File: config.mk
export PLATFORM = sky130hd
export DESIGN_NAME = rx_poll_sched
export DESIGN_NICKNAME = d
export VERILOG_FILES = /design/src/rtl/rxp_pkg.sv /design/src/rtl/rxp_ring_ptr.sv /design/src/rtl/rxp_elapsed_timer.sv /design/src/rtl/rxp_poll_ctrl.sv /design/src/rtl/rx_poll_sched.sv
export SDC_FILE = /design/constraint.sdc
export NUM_CORES = 1
export LEC_CHECK = 0
export BUFFER_PORTS_ARGS = -buffer_cell sky130_fd_sc_hd__buf_2
export CORE_UTILIZATION = 55
export DETAILED_ROUTE_END_ITERATION = 10
export PLACE_DENSITY = 0.9
export SLEW_MARGIN = 20
export SYNTH_ARGS = -nofsm -noshare
export SYNTH_HDL_FRONTEND = slang
export SYNTH_SLANG_ARGS = --single-unit
File: constraint.sdc
create_clock -name clk -period 1.3 [get_ports clk]
set_input_delay 0 -clock clk [delete_from_list [all_inputs] [get_ports clk]]
set_output_delay 0 -clock clk [all_outputs]
set_load 0.01 [all_outputs]
File: src/rtl/rxp_pkg.sv
package rxp_pkg;

  typedef enum logic [0:0] {
    RXP_IDLE = 1'b0,
    RXP_WAIT = 1'b1
  } rxp_state_e;

  typedef struct packed {
    logic cur;
    logic nxt;
  } rxp_own_t;

endpackage

File: src/rtl/rxp_ring_ptr.sv
module rxp_ring_ptr #(
  parameter int IDX_W = 7
) (
  input  logic             clk,
  input  logic             rst_n,
  input  logic [IDX_W:0]   ring_len,
  input  logic             advance,
  output logic [IDX_W-1:0] cur_idx,
  output logic [IDX_W-1:0] nxt_idx,
  output logic             single
);

  logic [IDX_W-1:0] cur_q, cur_d;
  logic [IDX_W:0]   cur_plus;

  always_comb begin
    cur_plus = {1'b0, cur_q} + 1'b1;
    if (cur_plus >= ring_len) begin
      nxt_idx = '0;
    end else begin
      nxt_idx = cur_plus[IDX_W-1:0];
    end
    single = (ring_len <= 1);
  end

  always_comb begin
    cur_d = cur_q;
    if (advance) begin
      cur_d = nxt_idx;
    end
  end

  always_ff @(posedge clk or negedge rst_n) begin
    if (!rst_n) begin
      cur_q <= '0;
    end else if (advance) begin
      cur_q <= cur_d;
    end
  end

  assign cur_idx = cur_q;

  AST_PTR_STEP_OR_WRAP: assert property (@(posedge clk) disable iff (!rst_n)
    advance |=> (cur_idx == '0) || (cur_idx == $past(cur_idx) + 1'b1));

  AST_PTR_HOLD: assert property (@(posedge clk) disable iff (!rst_n)
    !advance |=> $stable(cur_idx));

endmodule

File: src/rtl/rxp_elapsed_timer.sv
module rxp_elapsed_timer #(
  parameter int TMR_W = 16
) (
  input  logic             clk,
  input  logic             rst_n,
  input  logic             clr,
  input  logic             cnt_en,
  input  logic [TMR_W-1:0] interval,
  output logic             expired
);

  logic [TMR_W-1:0] cnt_q, cnt_d;
  logic             cnt_ce;

  always_comb begin
    cnt_d = cnt_q;
    if (clr) begin
      cnt_d = '0;
    end else if (cnt_en && (cnt_q != '1)) begin
      cnt_d = cnt_q + 1'b1;
    end
  end

  assign cnt_ce = clr | cnt_en;

  always_ff @(posedge clk or negedge rst_n) begin
    if (!rst_n) begin
      cnt_q <= '0;
    end else if (cnt_ce) begin
      cnt_q <= cnt_d;
    end
  end

  assign expired = (cnt_q >= interval);

  AST_TIMER_CLEARS: assert property (@(posedge clk) disable iff (!rst_n)
    clr |=> (cnt_q == '0));

endmodule

File: src/rtl/rxp_poll_ctrl.sv
module rxp_poll_ctrl
  import rxp_pkg::*;
#(
  parameter int IDX_W = 7
) (
  input  logic             clk,
  input  logic             rst_n,
  input  logic             fifo_has_data,
  input  logic             demand_poll,
  input  logic             frame_done,
  input  logic [IDX_W-1:0] cur_idx,
  input  logic [IDX_W-1:0] nxt_idx,
  input  logic             single,
  input  logic             timer_expired,
  input  logic             poll_ack,
  input  logic             poll_own,
  output logic             poll_req,
  output logic [IDX_W-1:0] poll_idx,
  output logic             cur_owned,
  output logic             nxt_owned,
  output logic             timer_clr,
  output logic             timer_en
);

  rxp_state_e       state_q, state_d;
  logic [IDX_W-1:0] idx_q, idx_d;
  rxp_own_t         own_q, own_d;
  logic             dem_pend_q, dem_pend_d;
  logic             imm_done_q, imm_done_d;

  logic need_cur, need_nxt, need_any;
  logic imm_cond, go, idle, done;

  // Demand and need decode
  always_comb begin
    idle     = (state_q == RXP_IDLE);
    done     = (state_q == RXP_WAIT) && poll_ack;
    need_cur = !own_q.cur;
    need_nxt = !single && !own_q.nxt;
    need_any = need_cur || need_nxt;
    imm_cond = fifo_has_data && !own_q.cur;
    go       = idle && need_any &&
               (demand_poll || dem_pend_q || (imm_cond && !imm_done_q) || timer_expired);
  end

  // Request state and target index
  always_comb begin
    state_d = state_q;
    idx_d   = idx_q;
    if (go) begin
      state_d = RXP_WAIT;
      idx_d   = need_cur ? cur_idx : nxt_idx;
    end else if (done) begin
      state_d = RXP_IDLE;
    end
  end

  // Ownership flags: response first, then the advance shift
  always_comb begin
    own_d = own_q;
    if (done) begin
      if (idx_q == cur_idx) begin
        own_d.cur = poll_own;
      end else if (!single && (idx_q == nxt_idx)) begin
        own_d.nxt = poll_own;
      end
    end
    if (frame_done) begin
      own_d.cur = own_d.nxt;
      own_d.nxt = 1'b0;
    end
  end

  // Remembered demand and immediate-poll tracking
  always_comb begin
    dem_pend_d = dem_pend_q | demand_poll;
    if (go || (idle && !need_any)) begin
      dem_pend_d = 1'b0;
    end
    imm_done_d = imm_done_q;
    if (!imm_cond) begin
      imm_done_d = 1'b0;
    end else if (go) begin
      imm_done_d = 1'b1;
    end
  end

  always_ff @(posedge clk or negedge rst_n) begin
    if (!rst_n) begin
      state_q    <= RXP_IDLE;
      idx_q      <= '0;
      own_q      <= '0;
      dem_pend_q <= 1'b0;
      imm_done_q <= 1'b0;
    end else begin
      state_q    <= state_d;
      if (go) begin
        idx_q <= idx_d;
      end
      if (done || frame_done) begin
        own_q <= own_d;
      end
      dem_pend_q <= dem_pend_d;
      imm_done_q <= imm_done_d;
    end
  end

  assign poll_req  = (state_q == RXP_WAIT);
  assign poll_idx  = idx_q;
  assign cur_owned = own_q.cur;
  assign nxt_owned = own_q.nxt;
  assign timer_clr = !idle || !need_any || go;
  assign timer_en  = !timer_clr;

  AST_NO_POLL_BOTH_OWNED: assert property (@(posedge clk) disable iff (!rst_n)
    (!poll_req && cur_owned && (nxt_owned || single)) |=> !poll_req);

  AST_LEN1_CUR_ONLY: assert property (@(posedge clk) disable iff (!rst_n)
    ($rose(poll_req) && $past(single)) |-> (poll_idx == $past(cur_idx)));

  AST_DEMAND_SERVED: assert property (@(posedge clk) disable iff (!rst_n)
    (demand_poll && !poll_req && need_any) |=> poll_req);

  AST_REQ_HOLD: assert property (@(posedge clk) disable iff (!rst_n)
    (poll_req && !poll_ack) |=> (poll_req && $stable(poll_idx)));

  AST_NXT_CLEARED_ON_ADVANCE: assert property (@(posedge clk) disable iff (!rst_n)
    frame_done |=> !nxt_owned);

endmodule

File: src/rtl/rx_poll_sched.sv
module rx_poll_sched #(
  parameter int IDX_W = 7,
  parameter int TMR_W = 16
) (
  input  logic             clk,
  input  logic             rst_n,
  input  logic             fifo_has_data,
  input  logic             demand_poll,
  input  logic             frame_done,
  input  logic [IDX_W:0]   ring_len,
  input  logic [TMR_W-1:0] chan_poll_int,
  input  logic [TMR_W-1:0] xmit_poll_int,
  output logic             poll_req,
  output logic [IDX_W-1:0] poll_idx,
  input  logic             poll_ack,
  input  logic             poll_own,
  output logic             cur_owned,
  output logic             nxt_owned,
  output logic [IDX_W-1:0] cur_idx
);

  localparam int SYNC_STAGES = 2;

  logic [SYNC_STAGES-1:0] rst_sync_q;
  logic                   rst_int_n;

  always_ff @(posedge clk or negedge rst_n) begin
    if (!rst_n) begin
      rst_sync_q <= '0;
    end else begin
      rst_sync_q <= {rst_sync_q[SYNC_STAGES-2:0], 1'b1};
    end
  end

  assign rst_int_n = rst_sync_q[SYNC_STAGES-1];

  logic [IDX_W-1:0] nxt_idx;
  logic             single;
  logic             timer_expired;
  logic             timer_clr;
  logic             timer_en;
  logic [TMR_W-1:0] interval;

  assign interval = fifo_has_data ? chan_poll_int : xmit_poll_int;

  rxp_ring_ptr #(.IDX_W(IDX_W)) u_ring (
    .clk      (clk),
    .rst_n    (rst_int_n),
    .ring_len (ring_len),
    .advance  (frame_done),
    .cur_idx  (cur_idx),
    .nxt_idx  (nxt_idx),
    .single   (single)
  );

  rxp_elapsed_timer #(.TMR_W(TMR_W)) u_timer (
    .clk      (clk),
    .rst_n    (rst_int_n),
    .clr      (timer_clr),
    .cnt_en   (timer_en),
    .interval (interval),
    .expired  (timer_expired)
  );

  rxp_poll_ctrl #(.IDX_W(IDX_W)) u_ctrl (
    .clk           (clk),
    .rst_n         (rst_int_n),
    .fifo_has_data (fifo_has_data),
    .demand_poll   (demand_poll),
    .frame_done    (frame_done),
    .cur_idx       (cur_idx),
    .nxt_idx       (nxt_idx),
    .single        (single),
    .timer_expired (timer_expired),
    .poll_ack      (poll_ack),
    .poll_own      (poll_own),
    .poll_req      (poll_req),
    .poll_idx      (poll_idx),
    .cur_owned     (cur_owned),
    .nxt_owned     (nxt_owned),
    .timer_clr     (timer_clr),
    .timer_en      (timer_en)
  );

endmodule

==> results.json, run 1 <==
{
  "initial_core_util_pct": 59.0,
  "die_h_um": 74.4,
  "cts-root-to-sink-buffers": 2,
  "io_buffers": 63,
  "syn_avg_cell_area_sq_um": 8.94,
  "timing.repair.worst_endpoint_type": "register input",
  "preCtsSetupSlack_ns": -1.36,
  "dp_hpwl_um": 7260,
  "die_width_um": 74.4,
  "synth.top_cells.by_area": "sky130_fd_sc_hd__dfrtp_1 (32%), sky130_fd_sc_hd__ha_1 (11%), sky130_fd_sc_hd__mux2i_1 (8.3%)",
  "ys_warn_count": 0,
  "gp_routability_congestion": 0.919,
  "number_of_buffers_added_by_the_clock_tree_synthesis_step": 5,
  "last-stage-reached": "5_1_grt",
  "ys_dominant_reg_cell": "sky130_fd_sc_hd__dfrtp_1",
  "clock_tree.root_cell": "sky130_fd_sc_hd__clkbuf_8",
  "postSynthRegisterBits": 37,
  "grt_overflow_total": 270,
  "synthesis.area_sq_um": 2880,
  "synth_seq_area_share_pct": 32.1,
  "dpl.cell_count": 514,
  "error": "[ERROR GRT-0232] Routing congestion too high. Check the congestion heatmap in the GUI.",
  "synthDistinctLibCells": 47,
  "asyncSetResetFlopFracSynth_pct": 100,
  "synth_top_area_cell": "sky130_fd_sc_hd__dfrtp_1",
  "run_status": "aborted with a tool error",
  "worstEndpointGrtRepair": "u_ctrl.cur_owned$_DFFE_PN0P_/D",
  "grt.total_usage_pct": 88.2,
  "placementRows": 25,
  "place_area_sq_um": 3910,
  "cts_num_sinks": 37,
  "cts.htree.levels": 2,
  "grt_max_degree": 25,
  "boundaryPins": 64,
  "synth_net_count": 395,
  "syn_inst": 322,
  "synth-edff-count": 0,
  "synth_top_cell_area_share_pct": 32.1
}
logic make-up after synthesis:
| kind of cell | synth area share (%) |
|---|---|
| flip-flops | 32.1 |
| multiplexers | 10.3 |
| AND/OR/NAND/NOR | 20.1 |
| XOR/XNOR | 8.99 |
| adder cells (fa/ha/maj) | 11.3 |
| buffers and inverters | 4.65 |
| AO/OA/AOI/OAI | 12.4 |
| other | 0.130 |
Yosys cell counts, drive strengths merged, types with 6 or more instances:
cell / instances
dfrtp: 37
nor2: 33
ha: 26
nand2: 25
mux2i: 24
inv: 19
xnor2: 19
o21ai: 18
nand3: 15
a21oi: 12
nor3: 12
nand2b: 9
buf: 8
xor2: 8
a21o: 6
stage by stage:
stage,hold slack (ns),util [%]
2_1_floorplan,-0.296,-
3_3_place_gp,-0.214,80.2
3_5_place_dp,-0.212,80.2
4_1_cts,0.00217,93.1
metal layers:
layer | GRT overflow | track usage (%)
met3 | 1 | 61.9
met4 | 98 | 112
met1 | 0 | 82.0
met5 | 0 | 7.41
met2 | 171 | 112
what timing repair did:
item	in CTS
gates resized for setup	93
pin swaps	38
hold buffers	4
hold endpoints to repair	5
setup buffers	13
endpoints found under the setup margin	33
cloned	2
==> run 2, diff against run 1 <==
--- a/config.mk
+++ b/config.mk
@@ -6,9 +6,9 @@
 export NUM_CORES = 1
 export LEC_CHECK = 0
 export BUFFER_PORTS_ARGS = -buffer_cell sky130_fd_sc_hd__buf_2
-export CORE_UTILIZATION = 55
+export CORE_UTILIZATION = 40
 export DETAILED_ROUTE_END_ITERATION = 10
-export PLACE_DENSITY = 0.9
+export PLACE_DENSITY_LB_ADDON = 0.15
 export SLEW_MARGIN = 20
 export SYNTH_ARGS = -nofsm -noshare
 export SYNTH_HDL_FRONTEND = slang
==> run 2 against run 1 <==
Effect of this change:
- the flow now finishes, with violations (negative setup slack)
- synthesized cell count unchanged
- area after synthesis unchanged
==> results.json, run 2 <==
{
  "netlist_top_cells_count": "sky130_fd_sc_hd__dfrtp_1 (37), sky130_fd_sc_hd__nor2_1 (33), sky130_fd_sc_hd__ha_1 (26), sky130_fd_sc_hd__nand2_1 (25), sky130_fd_sc_hd__mux2i_1 (24)",
  "final_max_slew_viols": 0,
  "timing.critical_path.arrival_ns": 2.69,
  "max_freq_mhz": 395,
  "cpPeakStageDelay_ns": 0.39,
  "post-route-min-period_ns": 2.53,
  "first_pass_grt_wire_length_um": 12900,
  "initialDrtViolationCount": 80,
  "failed_checks": "negative setup slack",
  "area_of_combinational_cells_with_multiple_inputs_sq_um": 2350,
  "areaGrowthSynthToFinish_pct": 60.7,
  "post-synth-top-count-cell": "sky130_fd_sc_hd__dfrtp_1",
  "hold_path_class": "in -> reg",
  "initial_core_util_pct": 41.9,
  "leakage_nw": 2.21,
  "setup_tns_ns": -29.64,
  "power_density_nw_per_um2": 1500,
  "grt_overflow_total": 0,
  "detail-route-antenna-nets": 0,
  "drc": 0,
  "die_width_um": 86.9,
  "placementRows": 30,
  "critPathBufInv": 2,
  "synth_net_count": 395,
  "hold_path_depth": 3,
  "ys_warn_count": 0,
  "clkTransAtPathRegs_ns": 0.07,
  "final_critical_path_setup_slack_ns": -1.23,
  "via_count_of_the_first_global_routing_pass": 2795,
  "antennaDiodeCount": 0,
  "share_of_final_layout_standard_cells_stronger_than_drive_strength_1_pct": 51.0,
  "syn_inst": 322,
  "clock_tree.root_cell": "sky130_fd_sc_hd__clkbuf_8",
  "dp_hpwl_um": 5960,
  "layout_commonest_cell": "sky130_fd_sc_hd__buf_4",
  "worstRegToRegCells": 13,
  "fp.coreArea_sq_um": 6870,
  "postSynthRegisterBits": 37,
  "number_of_buffers_added_by_the_clock_tree_synthesis_step": 5,
  "synthDistinctLibCells": 47,
  "cts-root-to-sink-buffers": 2,
  "design.die.area_sq_um": 7540,
  "finish.instance_area_sq_um": 4630,
  "path_max_fanout": 5,
  "unrepaired_setup_endpoints_after_global_routing": "yes",
  "number_of_flip_flops_under_the_largest_register_name": 16,
  "syn_avg_cell_area_sq_um": 8.94,
  "finalWirelength_um": 8430,
  "synth.top_cells.by_area": "sky130_fd_sc_hd__dfrtp_1 (32%), sky130_fd_sc_hd__ha_1 (11%), sky130_fd_sc_hd__mux2i_1 (8.3%)",
  "die_h_um": 86.9,
  "boundaryPins": 64,
  "timing.critical_path.max_delay_family": "compound AO/OA/AOI/OAI gates",
  "layout.core_utilization_pct": 67.4,
  "detailedRoute.firstPassIterationCount": 4,
  "top_register": "u_timer.cnt_q",
  "run_status": "finished, violations left",
  "cts_num_sinks": 37,
  "crit_path_start_kind": "flip-flop",
  "period_share_pct": 195,
  "viasPerCell": 5.18,
  "synth-edff-count": 0,
  "cts_tree": "done",
  "asyncSetResetFlopFracSynth_pct": 100,
  "net_switching_power_figure_w": 0.00288,
  "combinationalPowerShare_pct": 65.5,
  "finalNetCount": 540,
  "required_ns": 1.46,
  "clock_skew_ns": 0.00746,
  "routed-via-count": 2914,
  "sequential_cell_area_sq_um": 928,
  "ys_dominant_reg_cell": "sky130_fd_sc_hd__dfrtp_1",
  "crit_cells": 13,
  "preCtsSetupSlack_ns": -1.24,
  "setup.worst_path.end_class": "flip-flop",
  "place_area_sq_um": 3950,
  "grt_max_degree": 36,
  "criticalPathCategory": "reg -> reg",
  "grt.total_usage_pct": 22.2,
  "synth_top_cell_area_share_pct": 32.1,
  "setup_violations": 33,
  "max-cap-violations": 0,
  "clock_latency_ns": 0.28,
  "synth_seq_area_share_pct": 32.1,
  "share_seq_of_total_power_pct": 23.0,
  "cp_cell_sequence": "buf_6 > nand2_4 > or3_4 > nand2_4 > ha_4 > a21oi_2 > o21ai_2 > a21oi_2 > buf_6 > nand4b_1 > o311ai_4 > o211ai_2 > mux2i_1",
  "clock_power_share_pct": 11.6,
  "layout.cells.most_common_list": "sky130_fd_sc_hd__buf_4 (73), sky130_fd_sc_hd__buf_2 (63), sky130_fd_sc_hd__dfrtp_1 (35)",
  "gp_routability_congestion": 0.878,
  "synth_top_area_cell": "sky130_fd_sc_hd__dfrtp_1",
  "internal_power_w": 0.00408,
  "p_sw_share_pct": 41.3,
  "synthesis.area_sq_um": 2880,
  "fillers": 546,
  "cp_slowest_cell": "sky130_fd_sc_hd__dfrtp_2",
  "final_hold_viols": 0,
  "io_buffers": 63,
  "wl_per_cell_um": 15.0,
  "number_of_antenna_violations_at_the_first_check_in_global_routing": 0,
  "peakVddDrop_mv": 0.637,
  "cts.htree.levels": 2
}
==> run 2: cell counts after synthesis <==
Identical to the previous run, type by type.
==> run 2: path summary, 6_finish.rpt <==
path / end / slack, ns / from
worst max-delay path: u_ctrl.cur_owned$_DFFE_PN0P_ / -1.23 / u_ring.cur_idx[0]$_DFFE_PN0P_
worst min-delay path: u_ctrl.nxt_owned$_DFFE_PN0P_ / 0.01 / poll_own
worst max register to register: u_ctrl.cur_owned$_DFFE_PN0P_ / -1.23 / u_ring.cur_idx[0]$_DFFE_PN0P_
worst min register to register: u_ring.cur_idx[2]$_DFFE_PN0P_ / 0.27 / rst_sync_q[1]$_DFF_PN0_
max in group asynchronous: u_ring.cur_idx[0]$_DFFE_PN0P_ / 0.69 / rst_sync_q[1]$_DFF_PN0_
min in group asynchronous: rst_sync_q[1]$_DFF_PN0_ / 0.02 / rst_n
==> run 2: logic make-up (layout without fill, tap and decap cells) <==
family	after synthesis	in the layout	share of synthesized area (%)
other cells	1	1	0.130
flops	37	37	32.1
buf+inv	32	177	4.65
simple gates	116	116	20.1
fa+ha+maj	26	26	11.3
xor+xnor	28	28	8.99
compound gates	53	53	12.4
mux	29	29	10.3
==> run 2: tightest hold or removal path, cell delays in order <==
cell	delay (ns)
sky130_fd_sc_hd__buf_2	0.13
sky130_fd_sc_hd__nand2b_1	0.07
sky130_fd_sc_hd__mux2i_1	0.06
==> run 2: layer usage <==
metal	vias up	global-route usage [%]	routed length [um]
met5	-	0	0
met4	0	7.12	197
met3	17	3.79	405
met2	91	38.2	4160
met1	1379	28.2	3670
li1	1427	-	-
==> run 2: through the flow <==
stage	cells	hold slack [ns]	total power [W]
final	563	0.0125	0.00696
after global routing	563	0.00489	0.00742
after CTS	557	0.00112	0.00648
after detailed placement	543	-0.213	0.00518
after global placement	543	-0.214	0.00509
after floorplan	322	-0.296	0.00373
==> run 2: power groups by stage <==
stage,logic [W],registers (W),clock network (W)
global placement,0.00349,0.00160,0
global route,0.00491,0.00163,0.000883
CTS,0.00406,0.00159,0.000832
floorplan,0.00190,0.00183,0
detailed placement,0.00356,0.00161,0
finish,0.00456,0.00160,0.000805
==> run 2: repair_timing <==
item                       in CTS  in global routing
gates cloned                    2                  0
setup endpoints to repair      33                 33
hold endpoints to repair        4                  0
pin swaps                      14                 18
gates resized for setup        52                 47
hold buffers                    3                  0
setup buffers                   3                  7
==> run 2: area by class of cell <==
cell class,count,share of cell area [%]
clock buffers,7,1.87
inverters,19,1.54
multi-input cells,253,50.9
flip-flops and latches,37,20.1
well taps,96,2.60
repair buffers,151,23.1
Note: power is estimated with default switching activity, not from simulation.
